[config.mk]
export PLATFORM = sky130hd
export DESIGN_NAME = shared_lane_serializer
export DESIGN_NICKNAME = d
export VERILOG_FILES = /design/src/rtl/sls_pkg.sv /design/src/rtl/strobe_guard.sv /design/src/rtl/cfg_pipe.sv /design/src/rtl/frame_shifter.sv /design/src/rtl/shared_lane_serializer.sv
export SDC_FILE = /design/constraint.sdc
export NUM_CORES = 1
export LEC_CHECK = 0
export CORE_ASPECT_RATIO = 2
export CORE_MARGIN = 2
export CORE_UTILIZATION = 42
export DETAILED_ROUTE_END_ITERATION = 7
export DONT_BUFFER_PORTS = 1
export PLACE_DENSITY_LB_ADDON = 0.3
export SLEW_MARGIN = 10
export SYNTH_ARGS = -nofsm -noshare
export SYNTH_HDL_FRONTEND = slang
export SYNTH_SLANG_ARGS = --single-unit
[constraint.sdc]
create_clock -name clk_i -period 1.9 [get_ports clk_i]
set_clock_uncertainty 0.05 [all_clocks]
set_input_delay 0.38 -clock clk_i [delete_from_list [all_inputs] [get_ports clk_i]]
set_output_delay 0.38 -clock clk_i [all_outputs]
set_load 0.01 [all_outputs]
[src/rtl/sls_pkg.sv]
package sls_pkg;
  localparam int unsigned SLS_DATA_W  = 16;
  localparam int unsigned SLS_FRAME_W = 20;
  localparam int unsigned SLS_CFG_W   = 4;
  localparam logic [1:0]  SLS_MODE_SHARED = 2'b10;

  typedef enum logic {
    SIDE_A = 1'b0,
    SIDE_B = 1'b1
  } side_e;
endpackage

[src/rtl/strobe_guard.sv]
module strobe_guard (
  input  logic clk_i,
  input  logic rst_ni,
  input  logic en_i,
  input  logic strb_i,
  output logic pulse_o,
  output logic err_o
);
  logic strb_q, err_q;

  always_ff @(posedge clk_i or negedge rst_ni) begin
    if (!rst_ni) begin
      strb_q <= 1'b0;
      err_q  <= 1'b0;
    end else begin
      strb_q <= strb_i;
      err_q  <= en_i & strb_i & strb_q;
    end
  end

  assign pulse_o = en_i & strb_i & ~strb_q;
  assign err_o   = err_q;

  // wide strobe flagged one clock after its second sampled edge
  assert_wide_flag_R8: assert property (@(posedge clk_i) disable iff (!rst_ni)
    err_o |-> ($past(strb_i) && $past(strb_i, 2)));

  // a held strobe acts only on its first edge
  assert_single_act_R8: assert property (@(posedge clk_i) disable iff (!rst_ni)
    pulse_o |=> !pulse_o);
endmodule

[src/rtl/cfg_pipe.sv]
module cfg_pipe #(
  parameter int unsigned CFG_W = 4
) (
  input  logic             clk_i,
  input  logic             rst_ni,
  input  logic             rd_i,
  input  logic             wr_i,
  input  logic [CFG_W-1:0] cfg_i,
  input  logic             apply_i,
  output logic [CFG_W-1:0] cfg_o
);
  logic             odd_q;     // high after an odd number of reads
  logic [CFG_W-1:0] pend_q, act_q;
  logic             pend_v_q, pend_rdy_q;
  logic             wr_ok;

  assign wr_ok = rd_i & wr_i & ~odd_q;

  always_ff @(posedge clk_i or negedge rst_ni) begin
    if (!rst_ni) begin
      odd_q      <= 1'b0;
      pend_q     <= '0;
      act_q      <= '0;
      pend_v_q   <= 1'b0;
      pend_rdy_q <= 1'b0;
    end else begin
      if (rd_i) odd_q <= ~odd_q;
      if (apply_i && pend_v_q && pend_rdy_q) begin
        act_q    <= pend_q;
        pend_v_q <= 1'b0;
      end
      if (wr_ok) begin
        pend_q     <= cfg_i;
        pend_v_q   <= 1'b1;
        pend_rdy_q <= 1'b0;
      end else if (rd_i && pend_v_q) begin
        pend_rdy_q <= 1'b1;
      end
    end
  end

  assign cfg_o = act_q;

  assert_cfg_on_start_R10: assert property (@(posedge clk_i) disable iff (!rst_ni)
    !$stable(cfg_o) |-> $past(apply_i));

  assert_ready_needs_read_R10: assert property (@(posedge clk_i) disable iff (!rst_ni)
    $rose(pend_rdy_q) |-> $past(rd_i));
endmodule

[src/rtl/frame_shifter.sv]
module frame_shifter #(
  parameter int unsigned DATA_W  = 16,
  parameter int unsigned FRAME_W = 20
) (
  input  logic              clk_i,
  input  logic              rst_ni,
  input  logic              en_i,
  input  logic              load_i,
  input  logic              ind_i,
  input  logic [DATA_W-1:0] data_i,
  output logic              sdo_o,
  output logic              oe_o,
  output logic              done_o,
  output logic              active_o
);
  localparam int unsigned PAD_W = FRAME_W - 2 - DATA_W;
  localparam int unsigned CNT_W = $clog2(FRAME_W);
  localparam logic [CNT_W-1:0] LAST = CNT_W'(FRAME_W - 1);

  logic [FRAME_W-1:0] frame, sh_q;
  logic [CNT_W-1:0]   cnt_q;
  logic               armed_q, shift_q;

  assign frame = {1'b0, ind_i, data_i, {PAD_W{1'b0}}};

  always_ff @(posedge clk_i or negedge rst_ni) begin
    if (!rst_ni) begin
      sh_q    <= '0;
      cnt_q   <= '0;
      armed_q <= 1'b0;
      shift_q <= 1'b0;
    end else if (!en_i) begin
      armed_q <= 1'b0;
      shift_q <= 1'b0;
      cnt_q   <= '0;
    end else if (load_i && !armed_q && !shift_q) begin
      sh_q    <= frame;
      armed_q <= 1'b1;
    end else if (armed_q) begin
      armed_q <= 1'b0;
      shift_q <= 1'b1;
      cnt_q   <= '0;
    end else if (shift_q) begin
      if (cnt_q == LAST) begin
        shift_q <= 1'b0;
      end else begin
        sh_q  <= sh_q << 1;
        cnt_q <= cnt_q + 1'b1;
      end
    end
  end

  assign sdo_o    = shift_q & sh_q[FRAME_W-1];
  assign oe_o     = shift_q;
  assign done_o   = en_i & shift_q & (cnt_q == LAST);
  assign active_o = armed_q | shift_q;

  assert_frame_bound_R3: assert property (@(posedge clk_i) disable iff (!rst_ni)
    shift_q |-> (cnt_q <= LAST));

  assert_oe_after_arm_R4: assert property (@(posedge clk_i) disable iff (!rst_ni)
    $rose(oe_o) |-> $past(armed_q));

  assert_frame_lead_zero_R3: assert property (@(posedge clk_i) disable iff (!rst_ni)
    $rose(oe_o) |-> !sdo_o);
endmodule

[src/rtl/shared_lane_serializer.sv]
module shared_lane_serializer
  import sls_pkg::*;
#(
  parameter int unsigned DATA_W  = SLS_DATA_W,
  parameter int unsigned FRAME_W = SLS_FRAME_W,
  parameter int unsigned CFG_W   = SLS_CFG_W
) (
  input  logic              clk_i,
  input  logic              rst_ni,
  input  logic [1:0]        mode_sel_i,
  input  logic              start_i,
  input  logic              read_i,
  input  logic [DATA_W-1:0] res_a_i,
  input  logic [DATA_W-1:0] res_b_i,
  input  logic              cfg_wr_i,
  input  logic [CFG_W-1:0]  cfg_i,
  output logic              sdo_a_o,
  output logic              sdo_a_oe_o,
  output logic              sdo_b_o,
  output logic              sdo_b_oe_o,
  output logic              busy_o,
  output logic              proto_err_o,
  output logic [CFG_W-1:0]  cfg_o
);
  logic mode_ok;
  logic st_pulse, st_err, rd_pulse, rd_err;
  logic start_acc, rd_frame, sh_done, sh_active;
  logic busy_q;
  side_e side_q;
  logic [DATA_W-1:0] res_a_q, res_b_q;

  assign mode_ok = (mode_sel_i == SLS_MODE_SHARED);

  strobe_guard u_start_guard (
    .clk_i, .rst_ni, .en_i(mode_ok), .strb_i(start_i),
    .pulse_o(st_pulse), .err_o(st_err)
  );

  strobe_guard u_read_guard (
    .clk_i, .rst_ni, .en_i(mode_ok), .strb_i(read_i),
    .pulse_o(rd_pulse), .err_o(rd_err)
  );

  assign start_acc = st_pulse & ~busy_q;
  assign rd_frame  = rd_pulse & busy_q & ~sh_active;

  always_ff @(posedge clk_i or negedge rst_ni) begin
    if (!rst_ni) begin
      busy_q  <= 1'b0;
      side_q  <= SIDE_A;
      res_a_q <= '0;
      res_b_q <= '0;
    end else if (!mode_ok) begin
      busy_q <= 1'b0;
      side_q <= SIDE_A;
    end else if (start_acc) begin
      busy_q  <= 1'b1;
      side_q  <= SIDE_A;
      res_a_q <= res_a_i;
      res_b_q <= res_b_i;
    end else if (sh_done) begin
      if (side_q == SIDE_B) begin
        busy_q <= 1'b0;
        side_q <= SIDE_A;
      end else begin
        side_q <= SIDE_B;
      end
    end
  end

  frame_shifter #(.DATA_W(DATA_W), .FRAME_W(FRAME_W)) u_shifter (
    .clk_i, .rst_ni,
    .en_i    (mode_ok),
    .load_i  (rd_frame),
    .ind_i   (side_q == SIDE_B),
    .data_i  ((side_q == SIDE_B) ? res_b_q : res_a_q),
    .sdo_o   (sdo_a_o),
    .oe_o    (sdo_a_oe_o),
    .done_o  (sh_done),
    .active_o(sh_active)
  );

  cfg_pipe #(.CFG_W(CFG_W)) u_cfg (
    .clk_i, .rst_ni,
    .rd_i   (rd_pulse),
    .wr_i   (cfg_wr_i),
    .cfg_i  (cfg_i),
    .apply_i(start_acc),
    .cfg_o  (cfg_o)
  );

  assign sdo_b_o     = 1'b0;
  assign sdo_b_oe_o  = 1'b0;
  assign busy_o      = busy_q;
  assign proto_err_o = st_err | rd_err;

  assert_mode_gate_R1: assert property (@(posedge clk_i) disable iff (!rst_ni)
    !mode_ok |=> (!busy_o && !sdo_a_oe_o));

  assert_lane_in_busy_R2: assert property (@(posedge clk_i) disable iff (!rst_ni)
    sdo_a_oe_o |-> busy_o);

  assert_busy_rise_R5: assert property (@(posedge clk_i) disable iff (!rst_ni)
    $rose(busy_o) |-> $past(start_i));

  assert_capture_hold_R6: assert property (@(posedge clk_i) disable iff (!rst_ni)
    (busy_o && $past(busy_o)) |-> ($stable(res_a_q) && $stable(res_b_q)));
endmodule

== Word-level counts from Yosys, hierarchy flattened ==
Cells that the tools add are included.
Storage, ports and cells
  logic and storage cells: 91
  register bits after elaboration: 76
  bits of input ports: 43
  output and inout port bits: 10
Operators by class
  bitwise logic cells: 21
  add/subtract/negate cells: 1
  muxes and demuxes: 29
  equal/unequal tests: 9
  reductions and logical operators: 14
Operator list (count)
  $mux 20: 4
  $mux 5: 5
  $mux 1: 19
  $mux 16: 1
  $and 1x1->1: 14
  $ne 3x2->1 const B: 3
  $reduce_bool 2->1: 3
  $add 5x1->5 const B: 1
  $eq 5x5->1 const B: 1
  $logic_and 1x1->1: 5
  $not 1->1: 5
  $ne 2x2->1 const B: 2
  $reduce_and 2->1: 2
  $reduce_and 4->1: 1
  $ne 3x1->1 const B: 1
  $reduce_and 3->1: 1
  $eq 2x2->1 const B: 1
  $logic_not 1->1: 2
  $ne 2x1->1 const B: 1
  $or 1x1->1: 2

== Longest topological paths before layout ==
Gate-level depths: netlist of run 1.
  depth in word-level cells: 9
  mapped depth: 7

== Hierarchy ==
Synthesis of run 1 repeated with hierarchy kept, for this count alone.
Second synthesis, totals
  cell total of the unflattened synthesis: 234
  area total of the unflattened synthesis: 3548.4 µm²
By module, submodules not included
  shared_lane_serializer: times used 1, cells each 102, sequential area each 850.8 µm², area an instance 1669.1 µm²
  frame_shifter: times used 1, cells each 97, sequential area each 625.6 µm², area an instance 1311.3 µm²
  cfg_pipe: times used 1, cells each 27, sequential area each 275.3 µm², area an instance 435.4 µm²
  strobe_guard: times used 2, cells each 4, sequential area each 50.0 µm², area an instance 66.3 µm²

== Worst setup path before layout of run 1 ==
No wires, ideal clock.
  path kind: input -> register
  start point: input mode_sel_i[0]
  end point: register u_shifter.sh_q[18]
  data arrival time: 1.590 ns
  library setup time: 0.125 ns
  stages: 5
  path buffers: 1
  setup slack: 0.135 ns
  cell sequence: and4bb_2 > nand3b_2 > a21oi_4 > buf_12 > mux2_4
On the way
  cells in the longest elaborated chain, start to end: 9
Ends and longest elaborated chain
  start: declaration: RTL line shared_lane_serializer.sv:10  | input logic [1:0] mode_sel_i,
  $eq 2x2->1 *: RTL line shared_lane_serializer.sv:32  | assign mode_ok = (mode_sel_i == SLS_MODE_SHARED);
  $and 1x1->1 (2 in series): RTL line strobe_guard.sv:21  | assign pulse_o = en_i & strb_i & ~strb_q;
  $and 1x1->1 (2 in series): RTL line shared_lane_serializer.sv:45  | assign rd_frame = rd_pulse & busy_q & ~sh_active;
  $logic_and 1x1->1 (2 in series): RTL line frame_shifter.sv:36  | end else if (load_i && !armed_q && !shift_q) begin
  $ne 2x2->1 (no line) (tied with other cells)
  $reduce_and 4->1 (no line)
  end signal: assignment: RTL line frame_shifter.sv:37  | sh_q <= frame;
  end signal: assignment: RTL line frame_shifter.sv:47  | sh_q <= sh_q << 1;
  end: declaration: RTL line frame_shifter.sv:20  | logic [FRAME_W-1:0] frame, sh_q;
Mark *: on every way between the ends. The rest lies on a longest branch, timed or not.
A chain may end at the register's enable or synchronous reset.

== Worst setup path in the final report of run 1 ==
  start point: register u_read_guard.strb_q
  end point: register u_shifter.sh_q[16]
On the way
  cells in the longest elaborated chain, start to end: 8
Ends and longest elaborated chain
  start: declaration: RTL line strobe_guard.sv:9  | logic strb_q, err_q;
  start signal: assignment: RTL line strobe_guard.sv:16  | strb_q <= strb_i;
  $not 1->1 *: RTL line strobe_guard.sv:21
  $and 1x1->1 *: RTL line strobe_guard.sv:21
  $and 1x1->1 * (2 in series): RTL line shared_lane_serializer.sv:45
  $logic_and 1x1->1 * (2 in series): RTL line frame_shifter.sv:36
  $ne 2x2->1 (no line) (tied with other cells)
  $reduce_and 4->1 (no line)
Marks and branches as above.

==> results.md, run 1 <==
* Number of buffers on the longest clock path at 2
* Violations in the final reports: negative hold slack
* Sequential Area at 0.00185 mm²
* Core Area at about 0.0076 mm²
* Sequential-to-total area share from yosys stat at 55.8%
* Number of fill cells at 699
* Number of endpoints failing setup at the final stage at 0
* Vias after detailed routing at 2052
* Row count at between 40 and 50
* Syn. warnings at 0
* CP Launch Type: flop
* Worst setup path class: flop to flop
* Ys flop type: sky130_fd_sc_hd__dfrtp_1
* Length in cells of the worst reg-to-reg path at 5
* Max-slew headroom at the worst pin at 65.9%
* Gr ovfl total at 0
* Class of the tightest hold or removal check: input port to async pin
* Total leakage power at 1.91 nW
* Clock period minus final worst setup slack at 1.75 ns
* Setup slack, reg-to-reg at 0.15 ns
* Final RePlAce weighted congestion at approximately 0.7
* Minimum setup slack in the final design at 0.146 ns
* Total DRC errors in the routed layout at 0
* Number of global-route vias before repair at 2205
* Period utilisation layout at between 90% and 100%
* Setup repair after global routing missed its margin: no
* Peak Freq at around 570 MHz
* Half-perimeter wire length after detailed placement at ~4200 µm
* Startpoint of the lowest-slack register-to-register path: u_read_guard.strb_q
* Wire length of the first global-routing pass at 10400 µm
* Cell count after synthesis at around 300
* Multi-input logic area at around 0.0013 mm²
* Number of max-slew violations in the final report at 0
* Antenna violations before repair at 0
* Port buffer count at 0
* Area growth from synthesis to final layout at 12.1%
* Antenna viol nets, final at 0
* Clock transition at path regs at 0.06 ns
* CP arrival at between 1.5 and 2 ns
* Count of flip-flops with a built-in enable after synthesis at 0
* Biggest area consumer among synthesized cells: sky130_fd_sc_hd__dfrtp_1
* #FFs+latches synth at 74
* Run status: finished, violations left
* TritonCTS clock tree: done
* Latest clock arrival within the worst-skew pair at 0.33 ns
* Inserted Clock Buffers at 9
* DR WL/cell at 14.6 µm
* Vias per cell at 4.98
* Starting utilization of the core area at 43.6%
* DIE HEIGHT at 130 µm
* Worst Setup Slack post-DPL at 0.136 ns
* Maximum vdd ir drop at 639 µV
* # clock sinks at 74
* Number of maximum-capacitance violations at 0
* Number of antenna repair diodes at 0
* Total wirelength of the detailed-routed design at between 6000 and 7000 µm
* Least-Margin Pin Slew at around 0.51 ns
* Area share of the largest cell type after synthesis at 55.8%
* Total setup buffers inserted after CTS at 0
* Summed instance area of the synthesized netlist at 0.00332 mm²
* Count of nets after finishing at 357
* Required time of the critical path at 2.07 ns
* Share of final-layout standard cells stronger than drive strength 1 at 18.9%
* Number of library cell types mapped by synthesis at 39
* DIE WIDTH at between 60 and 70 µm
* Cell types with the largest area share after synthesis: sky130_fd_sc_hd__dfrtp_1 56%, sky130_fd_sc_hd__nand2_1 12%, sky130_fd_sc_hd__mux2i_1 9.4%
* Crit Reg-Reg Endpoint: u_shifter.sh_q[16]
* First DRT Iteration DRCs at 105
* Number of detailed-routing iterations run before antenna repair at 4
* Total number of H-tree levels at 3
* Number of endpoints with negative hold slack in the final report at between 70 and 80
* Count of instances resized after the clock tree is built at 0
* Largest net degree at the start of global routing at 75
* Total global-route track usage at ~16%
* I/O pin total at 53
* Share of flip-flops with an asynchronous set or reset at 100%
* Floorplan die area at 0.00866 mm²
* Avg Cell Area, Syn at 10.9 µm²
* Share of the core filled with cells in the final layout at 48.9%
* Worst-path fanout max at 7
* Setup crit end kind: flop
* Total negative slack for setup checks at 0 ns
* Clk root buf: sky130_fd_sc_hd__clkbuf_16
* Minimum hold slack at -0.311 ns
* Power Density at roughly 1100 mW/mm²
==> critical path, cell delays in order, from the launching register on <==
cell	delay [ns]
sky130_fd_sc_hd__dfrtp_1	0.38
sky130_fd_sc_hd__and4bb_2	0.38
sky130_fd_sc_hd__nand3_2	0.18
sky130_fd_sc_hd__buf_4	0.23
sky130_fd_sc_hd__mux2i_1	0.12
sky130_fd_sc_hd__mux2_1	0.30
==> cell usage in the layout (no fill, tap or decap), drive strengths merged, types with 2 or more instances in the layout <==
master | synthesis | final
nand2 | 103 | 103
clkinvlp | 0 | 2
nand4 | 2 | 2
and3 | 3 | 3
clkbuf | 6 | 11
inv | 13 | 13
nand3b | 2 | 2
mux2 | 27 | 27
clkinv | 0 | 3
mux2i | 31 | 31
nor2 | 7 | 7
dfrtp | 74 | 74
xor2 | 4 | 4
conb | 1 | 2
nand3 | 3 | 3
a21oi | 2 | 2
xnor2 | 2 | 2
buf | 9 | 12
==> Yosys cell counts (2+ instances only) <==
| library cell | n |
|---|---|
| sky130_fd_sc_hd__and3_1 | 3 |
| sky130_fd_sc_hd__buf_2 | 4 |
| sky130_fd_sc_hd__buf_4 | 3 |
| sky130_fd_sc_hd__clkbuf_1 | 6 |
| sky130_fd_sc_hd__dfrtp_1 | 74 |
| sky130_fd_sc_hd__inv_1 | 13 |
| sky130_fd_sc_hd__mux2_2 | 22 |
| sky130_fd_sc_hd__mux2_4 | 4 |
| sky130_fd_sc_hd__mux2i_1 | 31 |
| sky130_fd_sc_hd__nand2_1 | 103 |
| sky130_fd_sc_hd__nand3_1 | 2 |
| sky130_fd_sc_hd__nand4_1 | 2 |
| sky130_fd_sc_hd__nor2_1 | 7 |
| sky130_fd_sc_hd__xnor2_1 | 2 |
| sky130_fd_sc_hd__xor2_1 | 4 |
==> registers in the layout (all words and copies together), names as in the netlist <==
register              cells
u_cfg.odd_q               1
u_cfg.pend_q              4
res_b_q                  16
u_start_guard.strb_q      1
res_a_q                  16
u_shifter.sh_q           18
u_shifter.oe_o            1
u_shifter.cnt_q           5
u_shifter.armed_q         1
busy_o                    1
u_cfg.pend_v_q            1
u_cfg.cfg_o               4
side_q                    1
u_read_guard.strb_q       1
u_read_guard.err_o        1
u_cfg.pend_rdy_q          1
u_start_guard.err_o       1
==> through the flow <==
stage / total power (W) / cells / instance area (µm²)
2_1_floorplan: 0.00231 / 305 / 3320
3_3_place_gp: 0.00239 / 396 / 3440
3_5_place_dp: 0.00242 / 396 / 3440
4_1_cts: 0.00395 / 412 / 3720
5_1_grt: 0.00412 / 412 / 3720
6_report: 0.00391 / 412 / 3720
==> metal layers <==
metal | vias to the layer above | part of all wire (%) | wire, µm | track usage [%]
met5 | - | 0 | 0 | 0
met4 | 0 | 2.4 | 142 | 8.28
li1 | 1002 | - | - | -
met3 | 12 | 4.8 | 286 | 4.77
met2 | 37 | 53 | 3220 | 27.0
met1 | 1001 | 39 | 2370 | 18.7
==> power by group <==
group	internal (W)	total [W]	switching, W
sequential	0.00185	0.00200	0.000152
clock	0.000911	0.00153	0.000619
combinational	0.000207	0.000381	0.000174
total	0.00297	0.00391	0.000945
==> worst max-delay path by stage <==
stage	from	end	slack, ns	cells after the start
floorplan	mode_sel_i[0]	u_shifter.sh_q[18]	0.14	5
global placement	mode_sel_i[0]	u_shifter.sh_q[16]	0.15	5
detailed placement	mode_sel_i[0]	u_shifter.sh_q[16]	0.14	5
CTS	u_read_guard.strb_q	u_shifter.sh_q[16]	0.12	5
global route	u_read_guard.strb_q	u_shifter.sh_q[16]	0.04	5
finish	u_read_guard.strb_q	u_shifter.sh_q[16]	0.15	5
==> area by class of cell <==
cell class / instances / share of cell area (%)
well taps: 94 / 3.16
inverters: 13 / 1.31
flip-flops and latches: 74 / 49.8
clock buffers: 11 / 6.53
clock inverters: 5 / 0.808
repair buffers: 12 / 2.76
multi-input cells: 203 / 35.6
==> cell families (layout without fill, tap and decap cells) <==
family | count (synthesis) | count (layout) | synth area share, %
muxes | 58 | 58 | 19.0
buffers and inverters | 28 | 41 | 4.38
other | 1 | 2 | 0.113
and+or+nand+nor | 127 | 127 | 16.1
DFF | 74 | 74 | 55.8
adders and majority gates | 1 | 1 | 0.377
xor gates and xnor gates | 6 | 6 | 1.58
AOI/OAI and AO/OA | 9 | 9 | 2.64
Power figures use the tool's default switching activity.
==> run 2: changes to the inputs <==
==> constraint.sdc (replaced) <==
create_clock -name clk_i -period 1.92 [get_ports clk_i]
set_clock_uncertainty 0.05 [all_clocks]
set_input_delay 0.384 -clock clk_i [delete_from_list [all_inputs] [get_ports clk_i]]
set_output_delay 0.384 -clock clk_i [all_outputs]
set_load 0.01 [all_outputs]
==> run 2 against run 1 <==
Net effect:
- the flow still finishes with violations (negative hold slack)
- setup slack better by 0.020 ns
- highest routed layer unchanged
- hold slack better by 0.012 ns
- cell count decreased by 0.73%
- critical path depth unchanged
- utilization is 0.16 points lower
- flip-flop and latch count unchanged
- sequential share of layout area rose by 0.17 points
- non-clock buffer count unchanged
- fmax about the same
- critical path type unchanged
- die area did not move
- via count grew 0.24%
==> results.md, run 2 (synthesis gave the netlist of run 1 again) <==
* Run status: finished, violations left
* Violations in the final reports: negative hold slack
* Total negative slack for setup checks at 0 ns (unchanged)
* Registers with the most flip-flops: u_shifter.sh_q: 18 flops, res_a_q: 16 flops, res_b_q: 16 flops
* Power Density at 1040 mW/mm² (-1.5%)
* Most frequent cells in the layout: 103 x sky130_fd_sc_hd__nand2_1, 74 x sky130_fd_sc_hd__dfrtp_1, 31 x sky130_fd_sc_hd__mux2i_1
* # clock sinks at 74 (unchanged)
* Number of endpoints with negative hold slack in the final report at 74 (unchanged)
* Count of nets after finishing at 357 (unchanged)
* Count of instances resized after the clock tree is built at 0 (unchanged)
* Core Area at 0.00760 mm² (unchanged)
* Total setup buffers inserted after CTS at 0 (unchanged)
* Sequential Area at 0.00185 mm² (unchanged)
* Setup crit end kind: flop
* Worst setup path class: flop to flop
* Final RePlAce weighted congestion at 0.711 (-1.2%)
* Metal1 wirelength at 2310 µm (-2.6%)
* Critical path launch point: u_read_guard.strb_q
* Max reg flops at 18 (unchanged)
* Inserted Clock Buffers at 9 (unchanged)
* First DRT Iteration DRCs at 60 (-43%)
* Starting utilization of the core area at 43.6% (unchanged)
* Number of fill cells at 726 (+3.9%)
* Buffers & Inverters on Critical Path at 1 (unchanged)
* TritonCTS clock tree: done
* Share of final-layout standard cells stronger than drive strength 1 at 17.8% (-1.1 points)
* Clock period minus final worst setup slack at 1.75 ns (-0.000416 ns)
* Number of detailed-routing iterations run before antenna repair at 4 (unchanged)
* Length in cells of the worst reg-to-reg path at 5 (unchanged)
* Top Layer Used: met4
* CP Launch Type: flop
* Row count at 45 (unchanged)
* CP arrival at 1.91 ns (about the same)
* DIE HEIGHT at 130 µm (unchanged)
* Largest net degree at the start of global routing at 75 (unchanged)
* Multi-input logic area at 0.00132 mm² (unchanged)
* Metal3 WL at 312 µm (+9.1%)
* Setup slack, reg-to-reg at 0.17 ns (+0.02 ns)
* Clk root buf: sky130_fd_sc_hd__clkbuf_16
* Total global-route track usage at 16.4% (+0.18 points)
* Minimum hold slack at -0.299 ns (+0.0121 ns)
* Leading cell type in the layout, fill and taps excluded: sky130_fd_sc_hd__nand2_1
* Cell depth of the worst setup path at 5 (unchanged)
* Number of maximum-capacitance violations at 0 (unchanged)
* Number of standard cells in the final layout excluding fillers at 409 (-0.73%)
* Total wirelength of the detailed-routed design at 6110 µm (+1.4%)
* Detail Route met2 WL at 3330 µm (+3.5%)
* Period utilisation layout at 91.3% (-0.98 points)
* Number of endpoints failing setup at the final stage at 0 (unchanged)
* DR WL/cell at 14.9 µm (+2.2%)
* Total power at 0.00384 W (-1.9%)
* Crit Reg-Reg Endpoint: u_shifter.sh_q[16]
* Half-perimeter wire length after detailed placement at 4280 µm (+1.7%)
* Vias after detailed routing at 2057 (+0.24%)
* I/O pin total at 53 (unchanged)
* Peak Freq at 570 MHz (about the same)
* Worst-path fanout max at 7 (unchanged)
* Antenna violations before repair at 0 (unchanged)
* Area growth from synthesis to final layout at 11.7%
* Vias per cell at 5.03 (+0.98%)
* Number of antenna repair diodes at 0 (unchanged)
* Total leakage power at 1.90 nW (-0.19%)
* Floorplan die area at 0.00866 mm² (unchanged)
* Critical path destination: u_shifter.sh_q[16]
* Required time of the critical path at 2.07 ns (about the same)
* DIE WIDTH at 66.8 µm (unchanged)
* Slowest cell delay on critical path at 0.38 ns (about the same)
* Total DRC errors in the routed layout at 0 (unchanged)
* Total number of H-tree levels at 3 (unchanged)
* DP Cell Count at 396 (unchanged)
* Slowest library cell on the worst path: sky130_fd_sc_hd__and4bb_2
* Least-Margin Pin Slew at 0.507 ns (-0.0000517 ns)
* Setup repair after global routing missed its margin: no
* Class of the tightest hold or removal check: input port to async pin
* Maximum vdd ir drop at 534 µV (-16%)
* Startpoint of the lowest-slack register-to-register path: u_read_guard.strb_q
* Number of max-slew violations in the final report at 0 (unchanged)
* Gr ovfl total at 0 (unchanged)
* Clock transition at path regs at 0.05 ns (about the same)
* Top reg by flops: u_shifter.sh_q
* Antenna viol nets, final at 0 (unchanged)
* Max-slew headroom at the worst pin at 65.9% (about the same)
* Number of global-route vias before repair at 2231 (+1.2%)
* Wire length of the first global-routing pass at 10600 µm (+2.0%)
* Number of buffers on the longest clock path at 2 (unchanged)
* Port buffer count at 0 (unchanged)
* Latest clock arrival within the worst-skew pair at 0.33 ns (about the same)
* Cell-by-cell trace of the critical path: and4bb_2, nand3_2, buf_4, mux2i_1, mux2_1
* Delay-heaviest family, CP: simple AND/OR/NAND/NOR gates
[run 2: cell count changes in the layout (fill, tap and decap cells not counted), sizes merged]
cell,delta
clkinv,-3
clkinvlp,-2
clkbuf,+2
[run 2: cell type report]
class / instances / share of cell area (%)
Inverter: 13 / 1.32
Multi-Input combinational cell: 203 / 35.7
Tap cell: 94 / 3.18
Timing Repair Buffer: 12 / 2.77
Sequential cell: 74 / 50.0
Clock buffer: 13 / 7.03
[run 2: how the worst min path moves through the flow]
stage,from,end,cells past startpoint
after detailed placement,rst_ni,u_cfg.pend_q[3],0
after global placement,rst_ni,u_cfg.pend_q[2],0
after global routing,rst_ni,u_start_guard.err_o,0
after floorplan,rst_ni,busy_o,0
after CTS,rst_ni,u_start_guard.strb_q,0
final,rst_ni,u_start_guard.err_o,0
[run 2: report_power, final]
part,internal (W),switching [W],total (W)
clock,0.000923,0.000555,0.00148
sequential,0.00183,0.000155,0.00199
combinational,0.000205,0.000170,0.000375
total,0.00296,0.000880,0.00384
[run 2: stage by stage]
stage | util [%] | setup slack [ns] | area, µm²
3_3_place_gp | 45.3 | 0.168 | 3440
5_1_grt | 48.7 | 0.0708 | 3700
4_1_cts | 48.7 | 0.149 | 3700
3_5_place_dp | 45.3 | 0.136 | 3440
6_report | 48.7 | 0.166 | 3700
2_1_floorplan | - | 0.151 | 3320
[run 2: worst reg2reg max path, delay by kind of cell, from the launching register on]
| family | cells | cell delay, ns |
|---|---|---|
| buffers and inverters | 1 | 0.23 |
| DFF | 1 | 0.37 |
| muxes | 2 | 0.42 |
| and+or+nand+nor | 2 | 0.56 |
[run 2: layer usage]
metal / GRT usage, % / up-vias
met5: 0 / -
met4: 8.40 / 0
met3: 4.51 / 11
met2: 28.2 / 42
met1: 18.1 / 1006
li1: - / 998
==> run 3: changes to the inputs <==
--- a/config.mk
+++ b/config.mk
@@ -10,7 +10,7 @@
 export CORE_UTILIZATION = 42
 export DETAILED_ROUTE_END_ITERATION = 7
 export DONT_BUFFER_PORTS = 1
-export PLACE_DENSITY_LB_ADDON = 0.3
+export MAX_ROUTING_LAYER = met4
 export SLEW_MARGIN = 10
 export SYNTH_ARGS = -nofsm -noshare
 export SYNTH_HDL_FRONTEND = slang
==> run 3 against run 2 <==
Net effect:
- the run still ends with negative hold slack left
- clock power grew 7%
- critical path type unchanged
- critical path depth is the same
- total power grew 2.6%
- utilization grew 0.26 points
- sequential share of layout area shrank 0.27 points
==> results.md, run 3 (synthesis gave the netlist of run 1 again) <==
* Length in cells of the worst reg-to-reg path at 5 (unchanged)
* Number of fill cells at 724 (-0.28%)
* Setup crit end kind: flop
* Minimum hold slack at -0.298 ns (+0.00106 ns)
* Number of maximum-capacitance violations at 0 (unchanged)
* Total global-route track usage at 16.2% (-0.24 points)
* Setup slack, reg-to-reg at 0.15 ns (about the same)
* Crit Reg-Reg Endpoint: u_shifter.sh_q[16]
* Count of nets after finishing at 357 (unchanged)
* Switching power as a share of total power at 22.8% (-0.082 points)
* Starting utilization of the core area at 43.6% (unchanged)
* Number of endpoints failing setup at the final stage at 0 (unchanged)
* DP Cell Count at 396 (unchanged)
* Total number of H-tree levels at 3 (unchanged)
* Share of power burned in combinational logic at 9.5% (-0.3 points)
* # clock sinks at 74 (unchanged)
* Core Area at 0.00760 mm² (unchanged)
* Area growth from synthesis to final layout at 12.3%
* Violations in the final reports: negative hold slack
* Number of detailed-routing iterations run before antenna repair at 4 (unchanged)
* Share of final-layout standard cells stronger than drive strength 1 at 17.9% (+0.15 points)
* Largest net degree at the start of global routing at 75 (unchanged)
* Vias after detailed routing at 2048 (-0.44%)
* Clock power share at 40.2% (+1.7 points)
* I/O pin total at 53 (unchanged)
* Final RePlAce weighted congestion at 0.766 (+7.8%)
* Latest clock arrival within the worst-skew pair at 0.33 ns (about the same)
* Clock period minus final worst setup slack at 1.77 ns (+0.0132 ns)
* Top reg by flops: u_shifter.sh_q
* Max reg flops at 18 (unchanged)
* Number of max-slew violations in the final report at 0 (unchanged)
* Clock transition at path regs at 0.05 ns (about the same)
* Count of instances resized after the clock tree is built at 0 (unchanged)
* Power Density at 1060 mW/mm² (+2.0%)
* Half-perimeter wire length after detailed placement at 4200 µm (-1.9%)
* Class of the tightest hold or removal check: input port to async pin
* Total setup buffers inserted after CTS at 0 (unchanged)
* Total DRC errors in the routed layout at 0 (unchanged)
* Share of the core filled with cells in the final layout at 49.0% (+0.26 points)
* Number of global-route vias before repair at 2081 (-6.7%)
* Number of standard cells in the final layout excluding fillers at 412 (+0.73%)
* Vias per cell at 4.97 (-1.2%)
* Antenna viol nets, final at 0 (unchanged)
* Number of endpoints with negative hold slack in the final report at 74 (unchanged)
* CP arrival at 1.92 ns (about the same)
* DIE HEIGHT at 130 µm (unchanged)
* Total negative slack for setup checks at 0 ns (unchanged)
* First DRT Iteration DRCs at 77 (+28%)
* CP Launch Type: flop
* Worst-path fanout max at 7 (unchanged)
* Max-slew headroom at the worst pin at 64.1% (-1.8 points)
* Period utilisation layout at 92.0% (+0.69 points)
* Multi-input logic area at 0.00132 mm² (unchanged)
* Number of antenna repair diodes at 0 (unchanged)
* Startpoint of the lowest-slack register-to-register path: u_read_guard.strb_q
* Registers with the most flip-flops: u_shifter.sh_q: 18 flops, res_a_q: 16 flops, res_b_q: 16 flops
* Worst setup path class: flop to flop
* DIE WIDTH at 66.8 µm (unchanged)
* Maximum vdd ir drop at 538 µV (+0.80%)
* Proportion of power drawn by flip-flops and latches at 50.3% (-1.5 points)
* Number of buffers on the longest clock path at 2 (unchanged)
* Row count at 45 (unchanged)
* Internal Power at 0.00304 W (+2.7%)
* Least-Margin Pin Slew at 0.534 ns (+0.0270 ns)
* Most frequent cells in the layout: 103 x sky130_fd_sc_hd__nand2_1, 74 x sky130_fd_sc_hd__dfrtp_1, 31 x sky130_fd_sc_hd__mux2i_1
* Port buffer count at 0 (unchanged)
* Clk root buf: sky130_fd_sc_hd__clkbuf_16
* Required time of the critical path at 2.07 ns (about the same)
* Setup repair after global routing missed its margin: no
* Total leakage power at 1.91 nW (+0.59%)
* Peak Freq at 566 MHz (-0.75%)
* DR WL/cell at 14.5 µm (-3.0%)
* Net switching component of the power at 0.000899 W (+2.2%)
* Run status: finished, violations left
* Gr ovfl total at 0 (unchanged)
* Floorplan die area at 0.00866 mm² (unchanged)
* Wire length of the first global-routing pass at 9920 µm (-6.1%)
* Leading cell type in the layout, fill and taps excluded: sky130_fd_sc_hd__nand2_1
* Inserted Clock Buffers at 9 (unchanged)
* TritonCTS clock tree: done
* Sequential Area at 0.00185 mm² (unchanged)
* Antenna violations before repair at 0 (unchanged)
* Total wirelength of the detailed-routed design at 5970 µm (-2.2%)
==> run 3: cell types whose count changed in the layout (fill, tap and decap cells not counted) <==
cell and change:
sky130_fd_sc_hd__clkbuf_8 -2, sky130_fd_sc_hd__clkinv_2 +2, sky130_fd_sc_hd__clkbuf_1 +2, sky130_fd_sc_hd__bufinv_16 +1
==> run 3: worst max-delay path, stage by stage (launching register included) <==
cell and delay (ns):
sky130_fd_sc_hd__dfrtp_1 0.36, sky130_fd_sc_hd__and4bb_2 0.34, sky130_fd_sc_hd__nand3_2 0.22, sky130_fd_sc_hd__buf_4 0.25, sky130_fd_sc_hd__mux2i_1 0.12, sky130_fd_sc_hd__mux2_1 0.30
==> run 3: layer usage <==
layer,wire length (µm),track usage (%)
met5,0,-
met4,184,11.2
met3,190,3.21
met2,3110,25.4
met1,2480,18.2
==> run 3: how the worst max path moves through the flow <==
stage / startpoint / end / cells after the start
floorplan: mode_sel_i[0] / u_shifter.sh_q[18] / 5
global placement: mode_sel_i[0] / u_shifter.sh_q[16] / 5
detailed placement: mode_sel_i[0] / u_shifter.sh_q[16] / 5
CTS: u_read_guard.strb_q / u_shifter.sh_q[16] / 5
global route: u_read_guard.strb_q / u_shifter.sh_q[16] / 5
finish: u_read_guard.strb_q / u_shifter.sh_q[16] / 5
==> run 3: area by class of cell <==
class	count	share of cell area (%)
inverter	13	1.31
sequential	74	49.7
timing repair buffer	12	2.76
tap	94	3.16
clock buffer	13	6.45
clock inverter	3	1.08
multi-input combinational	203	35.5
==> run 3: metrics by stage <==
| stage | total power (W) | hold WS [ns] | setup slack (ns) | cell area (µm²) |
|---|---|---|---|---|
| 3_5_place_dp | 0.00239 | 0.0399 | 0.112 | 3440 |
| 5_1_grt | 0.00413 | -0.315 | 0.0435 | 3720 |
| 4_1_cts | 0.00399 | -0.311 | 0.125 | 3720 |
| 6_report | 0.00394 | -0.298 | 0.153 | 3720 |
| 2_1_floorplan | 0.00229 | 0.0384 | 0.151 | 3320 |
| 3_3_place_gp | 0.00237 | 0.0398 | 0.127 | 3440 |
==> run 3: power groups by stage <==
stage          Clock [W]  Sequential (W)  Combinational, W
6_report         0.00158         0.00198          0.000374
5_1_grt          0.00168         0.00202          0.000433
4_1_cts          0.00162         0.00198          0.000385
3_5_place_dp           0         0.00201          0.000382
3_3_place_gp           0         0.00200          0.000370
2_1_floorplan          0         0.00197          0.000323
